File: src/rtl/mrx_pkg.sv
// Shared types and mode codes for the multi-register transfer sequencer.
// Assumes a 3-bit addressing-mode field in which two codes change behaviour.
package mrx_pkg;

    typedef enum logic [1:0] {
        ST_IDLE = 2'd0,
        ST_RUN  = 2'd1,
        ST_FIN  = 2'd2
    } mrx_state_e;

    localparam logic [2:0] MODE_POSTINC = 3'd3;
    localparam logic [2:0] MODE_PREDEC  = 3'd4;

endpackage

File: src/rtl/mrx_pick.sv
// Lowest-set-bit finder for the remaining register mask.
// Assumes N >= 2; idx_o is 0 when no bit is set.
module mrx_pick #(
    parameter int N     = 16,
    parameter int IDX_W = $clog2(N)
) (
    input  logic [N-1:0]     vec_i,
    output logic             any_o,
    output logic [IDX_W-1:0] idx_o
);

    // Priority scan: the lowest set bit wins.
    always_comb begin
        any_o = |vec_i;
        idx_o = '0;
        for (int i = N - 1; i >= 0; i--) begin
            if (vec_i[i]) idx_o = IDX_W'(i);
        end
    end

endmodule

File: src/rtl/mrx_step.sv
// Address stepper: the issue address and the following address for one beat.
// Assumes byte addressing; a beat spans WORD_BYTES or LONG_BYTES.
module mrx_step #(
    parameter int ADDR_W     = 32,
    parameter int WORD_BYTES = 2,
    parameter int LONG_BYTES = 4
) (
    input  logic [ADDR_W-1:0] cur_i,
    input  logic              long_i,
    input  logic              predec_i,
    output logic [ADDR_W-1:0] issue_o,
    output logic [ADDR_W-1:0] next_o
);

    logic [ADDR_W-1:0] step;

    // Beat size in bytes.
    assign step = long_i ? ADDR_W'(LONG_BYTES) : ADDR_W'(WORD_BYTES);

    // Predecrement lowers before the access; other modes raise after it.
    always_comb begin
        if (predec_i) begin
            issue_o = cur_i - step;
            next_o  = cur_i - step;
        end else begin
            issue_o = cur_i;
            next_o  = cur_i + step;
        end
    end

endmodule

File: src/rtl/mrx_cost.sv
// Cycle-cost calculator: mode-dependent base plus a per-register charge.
// Assumes the register count fits CNT_W and the result fits CYC_W.
module mrx_cost #(
    parameter int CNT_W     = 5,
    parameter int CYC_W     = 8,
    parameter int WORD_COST = 4,
    parameter int LONG_COST = 8
) (
    input  logic             load_i,
    input  logic             long_i,
    input  logic [2:0]       mode_i,
    input  logic [CNT_W-1:0] nregs_i,
    output logic [CYC_W-1:0] cycles_o
);

    logic [CYC_W-1:0] base;
    logic [CYC_W-1:0] per_reg;

    // Base cost chosen by direction and mode.
    always_comb begin
        case (mode_i)
            3'd2, 3'd3, 3'd4: base = load_i ? CYC_W'(12) : CYC_W'(8);
            3'd5, 3'd7:       base = load_i ? CYC_W'(16) : CYC_W'(12);
            3'd6:             base = load_i ? CYC_W'(18) : CYC_W'(14);
            default:          base = '0;
        endcase
    end

    // Per-register charge by size.
    assign per_reg  = long_i ? CYC_W'(LONG_COST) : CYC_W'(WORD_COST);
    assign cycles_o = base + CYC_W'(nregs_i) * per_reg;

endmodule

File: src/rtl/mreg_xfer_seq.sv
// Multi-register transfer sequencer top.
// Walks a register mask and issues one memory beat per set bit. It holds each
// request until memory is ready, then reports the final address, the writeback
// flag and the cycle cost. Assumes a combinational register-file read port.
module mreg_xfer_seq #(
    parameter int NBANK  = 8,
    parameter int ADDR_W = 32,
    parameter int DATA_W = 32,
    parameter int CYC_W  = 8
) (
    input  logic                      clk,
    input  logic                      rst_n,
    input  logic                      start_i,
    input  logic                      load_i,
    input  logic                      long_i,
    input  logic [2:0]                mode_i,
    input  logic [2*NBANK-1:0]        mask_i,
    input  logic [ADDR_W-1:0]         addr_i,
    input  logic [DATA_W-1:0]         rf_rdata_i,
    output logic [$clog2(2*NBANK)-1:0] rf_idx_o,
    output logic                      rf_we_o,
    output logic [DATA_W-1:0]         rf_wdata_o,
    output logic                      mem_req_o,
    output logic                      mem_we_o,
    output logic                      mem_long_o,
    output logic [ADDR_W-1:0]         mem_addr_o,
    output logic [DATA_W-1:0]         mem_wdata_o,
    input  logic [DATA_W-1:0]         mem_rdata_i,
    input  logic                      mem_ready_i,
    output logic                      busy_o,
    output logic                      done_o,
    output logic                      wb_en_o,
    output logic [ADDR_W-1:0]         final_addr_o,
    output logic [CYC_W-1:0]          cycles_o
);
    import mrx_pkg::*;

    localparam int NREG  = 2 * NBANK;
    localparam int IDX_W = $clog2(NREG);
    localparam int CNT_W = $clog2(NREG + 1);
    localparam int HALF  = DATA_W / 2;

    mrx_state_e          state;
    logic [NREG-1:0]     rem;
    logic [ADDR_W-1:0]   cur_addr;
    logic                load_q;
    logic                long_q;
    logic [2:0]          mode_q;
    logic [CNT_W-1:0]    cnt;
    logic                wb_q;
    logic [ADDR_W-1:0]   final_q;
    logic [CYC_W-1:0]    cycles_q;

    logic                any_left;
    logic [IDX_W-1:0]    bit_idx;
    logic                predec;
    logic [ADDR_W-1:0]   issue_addr;
    logic [ADDR_W-1:0]   next_addr;
    logic [CYC_W-1:0]    cost;
    logic                wb_cond;
    logic                beat_go;

    mrx_pick #(.N(NREG), .IDX_W(IDX_W)) u_pick (
        .vec_i (rem),
        .any_o (any_left),
        .idx_o (bit_idx)
    );

    // Predecrement applies only to stores.
    assign predec = !load_q && (mode_q == MODE_PREDEC);

    mrx_step #(.ADDR_W(ADDR_W), .WORD_BYTES(HALF / 8), .LONG_BYTES(DATA_W / 8)) u_step (
        .cur_i    (cur_addr),
        .long_i   (long_q),
        .predec_i (predec),
        .issue_o  (issue_addr),
        .next_o   (next_addr)
    );

    mrx_cost #(.CNT_W(CNT_W), .CYC_W(CYC_W)) u_cost (
        .load_i   (load_q),
        .long_i   (long_q),
        .mode_i   (mode_q),
        .nregs_i  (cnt),
        .cycles_o (cost)
    );

    // Writeback applies to predecrement stores and postincrement loads.
    assign wb_cond = predec || (load_q && mode_q == MODE_POSTINC);

    // A beat completes when a request is out and memory is ready.
    assign beat_go = mem_req_o && mem_ready_i;

    // Sequencer state, remaining mask, running address and results.
    always_ff @(posedge clk) begin
        if (!rst_n) begin
            state    <= ST_IDLE;
            rem      <= '0;
            cur_addr <= '0;
            load_q   <= 1'b0;
            long_q   <= 1'b0;
            mode_q   <= '0;
            cnt      <= '0;
            wb_q     <= 1'b0;
            final_q  <= '0;
            cycles_q <= '0;
        end else begin
            case (state)
                ST_IDLE: begin
                    if (start_i) begin
                        state    <= ST_RUN;
                        rem      <= mask_i;
                        cur_addr <= addr_i;
                        load_q   <= load_i;
                        long_q   <= long_i;
                        mode_q   <= mode_i;
                        cnt      <= '0;
                    end
                end
                ST_RUN: begin
                    if (any_left) begin
                        if (beat_go) begin
                            rem      <= rem & (rem - NREG'(1));
                            cur_addr <= next_addr;
                            cnt      <= cnt + CNT_W'(1);
                        end
                    end else begin
                        state    <= ST_FIN;
                        final_q  <= cur_addr;
                        wb_q     <= wb_cond;
                        cycles_q <= cost;
                    end
                end
                default: state <= ST_IDLE;
            endcase
        end
    end

    // Register-file index: loads map bit k to k, stores map it to NREG-1-k.
    assign rf_idx_o = load_q ? bit_idx : IDX_W'(NREG - 1) - bit_idx;

    // Memory request and register-file write drive.
    always_comb begin
        mem_req_o   = (state == ST_RUN) && any_left;
        mem_we_o    = mem_req_o && !load_q;
        mem_long_o  = long_q;
        mem_addr_o  = issue_addr;
        mem_wdata_o = long_q ? rf_rdata_i : {{HALF{1'b0}}, rf_rdata_i[HALF-1:0]};
        rf_we_o     = mem_req_o && load_q && mem_ready_i;
        rf_wdata_o  = long_q ? mem_rdata_i
                             : {{HALF{mem_rdata_i[HALF-1]}}, mem_rdata_i[HALF-1:0]};
    end

    // Status and completion outputs.
    assign busy_o       = (state != ST_IDLE);
    assign done_o       = (state == ST_FIN);
    assign wb_en_o      = (state == ST_FIN) && wb_q;
    assign final_addr_o = final_q;
    assign cycles_o     = cycles_q;

endmodule

File: config.mk
export PLATFORM = sky130hd
export DESIGN_NAME = mreg_xfer_seq
export DESIGN_NICKNAME = d
export VERILOG_FILES = /design/src/rtl/mrx_pkg.sv /design/src/rtl/mrx_pick.sv /design/src/rtl/mrx_step.sv /design/src/rtl/mrx_cost.sv /design/src/rtl/mreg_xfer_seq.sv
export SDC_FILE = /design/constraint.sdc
export NUM_CORES = 1
export LEC_CHECK = 0
export BUFFER_PORTS_ARGS = -buffer_cell sky130_fd_sc_hd__clkbuf_2
export CAP_MARGIN = 20
export CORE_MARGIN = 5
export CORE_UTILIZATION = 40
export CTS_BUF_LIST = sky130_fd_sc_hd__clkbuf_8
export CTS_CLUSTER_SIZE = 20
export DETAILED_ROUTE_END_ITERATION = 12
export PLACE_DENSITY = 0.7
export SYNTH_ARGS = -nofsm -noshare
export SYNTH_HDL_FRONTEND = slang
export SYNTH_HIERARCHICAL = 1
export SYNTH_SLANG_ARGS = --single-unit
File: constraint.sdc
create_clock -name clk -period 3.3 [get_ports clk]
set_clock_uncertainty 0.1 [all_clocks]
set_input_delay 0.33 -clock clk [delete_from_list [all_inputs] [get_ports clk]]
set_output_delay 0.33 -clock clk [all_outputs]
set_load 0.005 [all_outputs]
==> flow_metrics.env, run 1 <==
export IMPL_tightest_slew_ns=0.7727
export IMPL_setup_tns_ns=0
export IMPL_grt_total_usage_pct=19.33
export IMPL_gp_congestion=0.8496
export IMPL_clk_path_buf_depth=2
export IMPL_grt_start_max_net_pins=66
export IMPL_ant_nets=0
export IMPL_endpoint_kind="output pin"
export IMPL_cts_root_buf="clkbuf_8"
export IMPL_fp_dieArea_um2=20140
export IMPL_dp_hpwl_um=14800
export IMPL_endpoint="mem_addr_o[29]"
export IMPL_crit_buf_inv=1
export IMPL_slowest_stage="or4_4"
export IMPL_cts_max_level=3
export IMPL_path_delay_family="simple AND/OR/NAND/NOR gates"
export IMPL_rows=48
export IMPL_worst_r2r_cell_count=11
export IMPL_status="finished clean"
export IMPL_p_leak_nw=3.608
export IMPL_crit_cells=6
export IMPL_maxCapViolCount=0
export IMPL_cp_start_kind="register"
export IMPL_utilization_pct=47.16
export IMPL_antenna_found_initial=0
export IMPL_dpl_cell_area_um2=7830
export IMPL_clkLatencyLatePin_ns=0.39
export IMPL_final_max_slew_violation_count=0
export IMPL_critical_path_required_ns=2.87
export IMPL_crit_path_max_incr_delay_ns=0.56
export IMPL_cts_sinks=101
export IMPL_crit_type="reg -> out"
export IMPL_synth_cell_types=71
export IMPL_synth_seq_cells=101
export IMPL_drtIter0Drc=533
export IMPL_cpMostUsedCell="or4_4"
export IMPL_cp_data_arrival_time_ns=2.76
export IMPL_nets=1171
export IMPL_powerDensity_nw_per_um2=387.3
export IMPL_wirelength_um=20320
export IMPL_numCtsBuffers=9
export IMPL_synthesis_instances=887
export IMPL_ys_seq_area_share_pct=29.05
export IMPL_async_flop_share_pct=0
export IMPL_die_w_um=141.9
export IMPL_antenna_cells=0
export IMPL_crit_reg2reg_launch="mem_long_o"
export IMPL_synth_area_um2=6959
export IMPL_io_buffers=205
export IMPL_post_route_drc_count=0
export IMPL_grt_pass1_wl_um=32020
export IMPL_grt_pass1_vias=6323
export IMPL_setup_viol=0
export IMPL_die_h_um=141.9
export IMPL_cts_tree="built"
export IMPL_routedWlPerCell_um=16.15
export IMPL_r2r_end="cur_addr[27]"
export IMPL_synth_edf_count=0
export IMPL_max_freq_mhz=313.9
export IMPL_avgSynthCellArea_um2=7.846
export IMPL_layout_min_cycle_time_ns=3.186
export IMPL_min_path_type="in -> reg"
export IMPL_ys_dominant_reg_cell="dfxtp_1"
export IMPL_core_um2=17180
export IMPL_crit_fanout=8
export IMPL_overflow=0
export IMPL_hold_violations=0
export IMPL_drive_gt1_share_pct=29.43
export IMPL_path_clk_slew_ns=0.11
export IMPL_cp_startpoint="cur_addr[7]"
export IMPL_max_slew_margin_rel_pct=48.01
export IMPL_rsz0062_at_grt="false"
export IMPL_fill_cells=1726
export IMPL_vias=6692
export IMPL_path_cells="or4_4 -> or4_4 -> or3_4 -> nor3_2 -> xor2_1 -> clkbuf_2"
export IMPL_holdBufCountCts=0
export IMPL_vdd_ir_drop_max_uv=234.4
export IMPL_rrSetupSlack_ns=0.47
export IMPL_areaGrowthSynthToFinish_pct=16.40
export IMPL_via_per_inst=5.320
export IMPL_yosys_warnings=6
export IMPL_min_period_over_period_pct=96.55
export IMPL_start_util_pct=40.52
export IMPL_drt_pass1_iter_count=5
export IMPL_fin_area_um2=8100
export IMPL_io_pin_count=268
[final cells by class]
cell class | instances | area, um^2 | area share, %
clock buffers | 9 | 123.9 | 1.529
well taps | 225 | 281.5 | 3.475
inverters | 20 | 75.07 | 0.9268
flip-flops and latches | 101 | 2034 | 25.12
multi-input cells | 663 | 4284 | 52.89
clock inverters | 6 | 45.04 | 0.5561
repair buffers | 234 | 1256 | 15.51
[worst min-delay path, delay by kind of cell]
kind | cells | cell delay (ns)
AND/OR/NAND/NOR | 1 | 0.05
buffers and inverters | 1 | 0.08
AO/OA/AOI/OAI | 1 | 0.05
[stage by stage]
stage / setup WS, ns / hold WS, ns / power (mW) / std cells
2_1_floorplan: 0.1849 / 0.3422 / 2.125 / 889
3_3_place_gp: 0.3413 / 0.3418 / 2.379 / 1240
3_5_place_dp: 0.2695 / 0.3477 / 2.391 / 1240
4_1_cts: 0.008286 / 0.03638 / 3.152 / 1255
5_1_grt: 0.008195 / 0.04368 / 3.334 / 1258
6_report: 0.1138 / 0.05806 / 3.138 / 1258
[placed cells by master, fill, tap and decap left out, drive strengths merged, types with 8 or more instances in the layout]
master	instances
nor3	51
nand4	9
inv	23
nor2	51
o21ai	15
xnor2	33
xor2	32
dfxtp	101
nor4	20
a31oi	11
clkbuf	214
nand2	163
nand3	14
and2	20
a211oi	33
ha	18
or4	9
buf	29
a21oi	61
mux2i	42
or3	8
[metal layers]
metal	vias to the layer above	part of all wire, %	GRT usage [%]	routed length, um
met5	-	0	0	0
met3	25	7.6	3.539	1549
met4	0	1.9	6.566	376
met2	259	48	32.00	9736
met1	3085	43	25.43	8653
li1	3323	-	-	-
[flip-flops by register name, indices dropped and copies added (netlist names), 2 cells and up]
signal,flops
mode_q,3
state,2
cycles_o,8
rem,16
final_addr_o,32
cur_addr,32
cnt,5
[power by group]
| part | internal (mW) | switching [mW] | total (mW) |
|---|---|---|---|
| combinational | 0.418 | 0.516 | 0.934 |
| sequential | 1.30 | 0.153 | 1.45 |
| clock | 0.279 | 0.473 | 0.753 |
| total | 2.00 | 1.14 | 3.14 |
[cells by family (layout without fill, tap and decap cells)]
logic type | Yosys count | after routing | share of synthesized area [%]
AO/OA/AOI/OAI | 147 | 147 | 13.74
XOR/XNOR | 65 | 65 | 8.181
adder cells (fa/ha/maj) | 21 | 21 | 4.099
buffers and inverters | 125 | 269 | 10.64
flip-flops | 101 | 101 | 29.05
multiplexers | 47 | 47 | 6.850
other | 1 | 3 | 0.05389
AND/OR/NAND/NOR | 380 | 380 | 27.38
[worst min-delay path by stage]
stage	to	depth (start not counted)	slack [ns]	from
after global routing	mode_q[2]	3	0.04	mode_i[2]
final	rem[0]	3	0.06	mask_i[0]
after CTS	rem[0]	3	0.04	mask_i[0]
after detailed placement	final_addr_o[20]	2	0.35	final_addr_o[20]
after global placement	final_addr_o[15]	2	0.34	final_addr_o[15]
after floorplan	final_addr_o[15]	2	0.34	cur_addr[15]
[synthesized netlist by cell type (3+ instances only)]
master	number	area (um^2)
a211oi_1	26	195.2
a211oi_2	7	87.58
a21oi_1	60	300.3
a221oi_1	3	26.28
a31o_2	3	26.28
a31oi_1	11	68.82
and2_1	19	118.9
and3_1	7	43.79
buf_2	18	90.09
buf_4	39	292.8
buf_6	12	135.1
clkbuf_1	32	120.1
dfxtp_1	101	2022
fa_1	3	60.06
ha_1	18	225.2
inv_1	19	71.32
mux2_2	5	56.30
mux2i_1	42	420.4
nand2_1	161	604.3
nand2b_1	5	31.28
nand3_1	14	70.07
nand3b_1	3	22.52
nand4_1	9	56.30
nor2_1	50	187.7
nor2b_1	3	18.77
nor3_1	47	235.2
nor4_1	18	112.6
o21ai_0	15	75.07
o31ai_1	3	22.52
or3_1	7	43.79
or4_1	6	45.04
or4_4	3	33.78
xnor2_1	33	289.0
xor2_1	32	280.3
[timing repair]
action                     in CTS  in global routing
setup buffers                   0                  3
hold endpoints to repair        0                  0
gates cloned                    0                  0
pin swaps                       0                  5
resized for setup               4                 17
setup endpoints to repair       3                 18
Note: power is estimated with default switching activity, not from simulation.
==> inputs of run 2 (changes only) <==
Settings changed: PLACE_DENSITY 0.7 to unset, PLACE_DENSITY_LB_ADDON set to 0.05.
Clock period 3.3 ns to 2.6 ns, I/O delays scaled along.
==> flow_metrics.env, run 2 (synthesis gave the netlist of run 1 again) <==
export IMPL_path_cells="or4_4 -> or4_4 -> buf_6 -> nor4_4 -> buf_4 -> xor2_1 -> buf_2"
export IMPL_layout_setup_ws_ns=-0.4468
export IMPL_path_clk_slew_ns=0.11
export IMPL_cp_data_arrival_time_ns=2.69
export IMPL_overflow=0
export IMPL_ant_nets=0
export IMPL_final_cell_mix="clkbuf_2, nand2_1, dfxtp_1"
export IMPL_instances_no_fill=1331
export IMPL_drt_pass1_iter_count=5
export IMPL_nets=1243
export IMPL_die_h_um=141.9
export IMPL_cp_start_kind="register"
export IMPL_drtIter0Drc=374
export IMPL_min_period_over_period_pct=117.2
export IMPL_slowest_stage="or4_4"
export IMPL_dp_cells=1288
export IMPL_vdd_ir_drop_max_uv=238.7
export IMPL_cts_max_level=3
export IMPL_core_um2=17180
export IMPL_vias=7076
export IMPL_fill_cells=1666
export IMPL_areaGrowthSynthToFinish_pct=33.67
export IMPL_critical_path_required_ns=2.24
export IMPL_powerDensity_nw_per_um2=483.3
export IMPL_status="finished, violations left"
export IMPL_antenna_cells=0
export IMPL_max_slew_margin_rel_pct=48.42
export IMPL_start_util_pct=40.52
export IMPL_cts_root_buf="clkbuf_8"
export IMPL_clkLatencyLatePin_ns=0.40
export IMPL_place_ws_ns=-0.1081
export IMPL_layout_min_cycle_time_ns=3.047
export IMPL_dpl_cell_area_um2=8268
export IMPL_power_mw=4.496
export IMPL_tightest_slew_ns=0.7666
export IMPL_dp_hpwl_um=16340
export IMPL_min_path_type="in -> reg"
export IMPL_hold_violations=0
export IMPL_via_per_inst=5.316
export IMPL_fin_area_um2=9303
export IMPL_gp_congestion=0.8511
export IMPL_grt_total_usage_pct=21.64
export IMPL_crit_path_max_incr_delay_ns=0.55
export IMPL_numCtsBuffers=9
export IMPL_maxCapViolCount=0
export IMPL_final_common_cell="clkbuf_2"
export IMPL_drive_gt1_share_pct=39.60
export IMPL_crit_type="reg -> out"
export IMPL_failed_checks="setup timing"
export IMPL_io_pin_count=268
export IMPL_io_buffers=205
export IMPL_crit_fanout=3
export IMPL_cts_sinks=101
export IMPL_endpoint_kind="output pin"
export IMPL_post_route_drc_count=0
export IMPL_antenna_found_initial=0
export IMPL_grt_pass1_wl_um=35980
export IMPL_rows=48
export IMPL_final_max_slew_violation_count=0
export IMPL_p_leak_nw=4.123
export IMPL_cts_tree="built"
export IMPL_cpMostUsedCell="or4_4"
export IMPL_die_w_um=141.9
export IMPL_fp_dieArea_um2=20140
export IMPL_clk_path_buf_depth=2
export IMPL_rsz0062_at_grt="true"
export IMPL_setup_viol=35
export IMPL_wirelength_um=22650
export IMPL_holdWs_ns=0.01347
export IMPL_max_freq_mhz=328.2
export IMPL_grt_pass1_vias=6929
export IMPL_grt_start_max_net_pins=41
export IMPL_routedWlPerCell_um=17.01
## run 2: changes by cell type in the layout (fill, tap and decap cells not counted), moves of 5 or more
cell	change
a21oi_1	-5
xnor2_2	+8
ha_4	+11
nor2_1	-9
ha_1	-10
buf_4	+48
nor2_4	+8
buf_6	+15
clkbuf_2	-19
a21oi_2	+5
buf_2	+19
xnor2_1	-8
## run 2: cell type report
class,instances,area [um^2],share of cell area [%]
multi-input combinational,663,4765,51.22
sequential,101,2033,21.86
timing repair buffer,306,1916,20.59
tap,225,281.5,3.026
clock buffer,9,123.9,1.332
clock inverter,7,106.4,1.143
inverter,20,77.57,0.8339
## run 2: repair_timing
| action | 4_1_cts | 5_1_grt |
|---|---|---|
| pin swaps | 27 | 40 |
| setup buffers | 14 | 13 |
| endpoints found under the hold margin | 4 | 0 |
| gates cloned | 0 | 0 |
| resized for setup | 55 | 80 |
| setup endpoints to repair | 38 | 51 |
| hold buffers | 4 | 0 |
## run 2: worst max-delay path: cells and delay by family (launching register included)
kind          cells  cell delay, ns
xor+xnor          1            0.14
simple gates      3            1.37
flops             1            0.33
buf+inv           3            0.45
## run 2: power by group
part / switching [mW] / total, mW / internal, mW
Clock: 0.630 / 1.19 / 0.558
Sequential: 0.143 / 1.79 / 1.65
Combinational: 0.813 / 1.52 / 0.704
Total: 1.59 / 4.50 / 2.91
## run 2: through the flow
stage | setup TNS, ns | util [%]
5_1_grt | -12.00 | 54.16
3_3_place_gp | -0.1655 | 48.14
3_5_place_dp | -0.3870 | 48.14
4_1_cts | -7.704 | 51.64
6_report | -7.338 | 54.16
2_1_floorplan | -0.5456 | -
## run 2: path summary, 6_finish.rpt
kind                    start               end  slack (ns)  cells after the start
min                 mask_i[2]            rem[2]        0.01                      3
min reg2reg  final_addr_o[14]  final_addr_o[14]        0.36                      2
max reg2reg       cur_addr[6]      cur_addr[16]       -0.11                      9
max               cur_addr[6]    mem_addr_o[21]       -0.45                      7
## run 2: metal layers
metal	wire length [um]	part of all wire (%)	global-route usage (%)
met1	9757	43	28.13
met2	11140	49	37.39
met4	255	1.1	4.697
met3	1494	6.6	4.213
met5	0	0	0
==> inputs of run 3 (changes only) <==
Settings changed: SKIP_CTS_REPAIR_TIMING set to 1.
==> flow_metrics.env, run 3 (synthesis gave the netlist of run 1 again) <==
export IMPL_fp_dieArea_um2=20140
export IMPL_drtIter0Drc=404
export IMPL_path_clk_slew_ns=0.11
export IMPL_cp_start_kind="register"
export IMPL_io_buffers=205
export IMPL_nets=1233
export IMPL_layout_setup_ws_ns=-0.5129
export IMPL_critical_path_required_ns=2.24
export IMPL_vdd_ir_drop_max_uv=226.4
export IMPL_crit_type="reg -> out"
export IMPL_wirelength_um=22350
export IMPL_via_per_inst=5.288
export IMPL_cts_root_buf="clkbuf_8"
export IMPL_worst_r2r_cell_count=13
export IMPL_final_common_cell="clkbuf_2"
export IMPL_numCtsBuffers=9
export IMPL_wl_met2_um=10960
export IMPL_powerDensity_nw_per_um2=486.9
export IMPL_place_ws_ns=-0.1081
export IMPL_crit_fanout=5
export IMPL_grt_pass1_wl_um=34910
export IMPL_io_pin_count=268
export IMPL_cts_sinks=101
export IMPL_utilization_pct=53.32
export IMPL_drt_pass1_iter_count=4
export IMPL_drive_gt1_share_pct=39.14
export IMPL_cts_tree="built"
export IMPL_ant_nets=0
export IMPL_failed_checks="setup timing"
export IMPL_overflow=0
export IMPL_fin_area_um2=9159
export IMPL_power_mw=4.459
export IMPL_status="finished, violations left"
export IMPL_final_cell_mix="clkbuf_2, nand2_1, dfxtp_1"
export IMPL_hold_violations=0
export IMPL_dp_hpwl_um=16340
export IMPL_final_max_slew_violation_count=0
export IMPL_grt_pass1_vias=6700
export IMPL_fill_cells=1698
export IMPL_dpl_cell_area_um2=8268
export IMPL_top_layer_used="met4"
export IMPL_routedWlPerCell_um=16.92
export IMPL_rsz0062_at_grt="true"
export IMPL_die_w_um=141.9
export IMPL_cp_data_arrival_time_ns=2.75
export IMPL_grt_start_max_net_pins=41
export IMPL_rows=48
export IMPL_start_util_pct=40.52
export IMPL_die_h_um=141.9
export IMPL_gp_congestion=0.8511
export IMPL_areaGrowthSynthToFinish_pct=31.61
export IMPL_crit_reg2reg_launch="mem_long_o"
export IMPL_antenna_found_initial=0
export IMPL_whs_path_depth=3
export IMPL_cts_max_level=3
export IMPL_maxCapViolCount=0
export IMPL_r2r_end="cur_addr[31]"
export IMPL_max_freq_mhz=321.2
export IMPL_p_leak_nw=4.063
export IMPL_rrSetupSlack_ns=-0.24
export IMPL_min_path_type="in -> reg"
export IMPL_wl_met3_um=1331
export IMPL_whs_endpoint="rem[13]"
export IMPL_grt_total_usage_pct=21.08
export IMPL_core_um2=17180
export IMPL_cp_startpoint="cur_addr[11]"
export IMPL_wl_met1_um=9827
export IMPL_post_route_drc_count=0
export IMPL_max_slew_margin_rel_pct=38.34
export IMPL_antenna_cells=0
export IMPL_endpoint_kind="output pin"
export IMPL_vias=6985
export IMPL_min_from="mask_i[13]"
export IMPL_tightest_slew_ns=0.9165
export IMPL_setup_viol=30
export IMPL_min_period_over_period_pct=119.7
export IMPL_setup_tns_ns=-7.986
export IMPL_layout_min_cycle_time_ns=3.113
export IMPL_clk_path_buf_depth=2
export IMPL_clkLatencyLatePin_ns=0.39
run 3: cell types whose count changed in the layout (fill, tap and decap cells not counted), sizes merged:
cell	change
clkbuf	+1
dlygate4sd3	-4
buf	-7
run 3: report_power, final:
group / switching [mW] / internal, mW
combinational: 0.807 / 0.682
sequential: 0.144 / 1.65
clock: 0.620 / 0.558
run 3: per-layer routing:
layer	GRT usage, %	vias up
met5	0	-
met4	4.697	0
met3	4.146	33
met2	36.02	209
met1	27.64	3304
li1	-	3439
run 3: layout make-up:
type                            count  area, um^2  share of cell area, %
Tap cell                          225       281.5                  3.074
Clock buffer                        9       123.9                  1.352
Clock inverter                      7       106.4                  1.161
Multi-Input combinational cell    663        4728                  51.63
Timing Repair Buffer              296        1808                  19.74
Inverter                           20       77.57                 0.8470
Sequential cell                   101        2033                  22.20
run 3: how the worst max path moves through the flow:
stage          cells after the start  slack, ns             end
2_1_floorplan                     10      -0.12    cur_addr[16]
3_3_place_gp                       9      -0.06  mem_addr_o[31]
3_5_place_dp                      13      -0.11     cycles_o[7]
4_1_cts                            9      -0.54  mem_addr_o[31]
5_1_grt                           10      -0.60  mem_addr_o[25]
6_report                           6      -0.51  mem_addr_o[29]
run 3: through the flow:
step                      hold slack, ns  instances
final                           0.007292       1321
after global routing            0.003852       1321
after CTS                       -0.01230       1304
after detailed placement          0.3460       1288
after global placement            0.3429       1288
after floorplan                   0.2856        889
run 3: worst max-delay path: stages (launching register included):
cell and delay (ns):
dfxtp_2 0.33, or4_4 0.54, or4_4 0.56, or3_4 0.46, nor3_4 0.18, xor2_1 0.15, buf_2 0.13
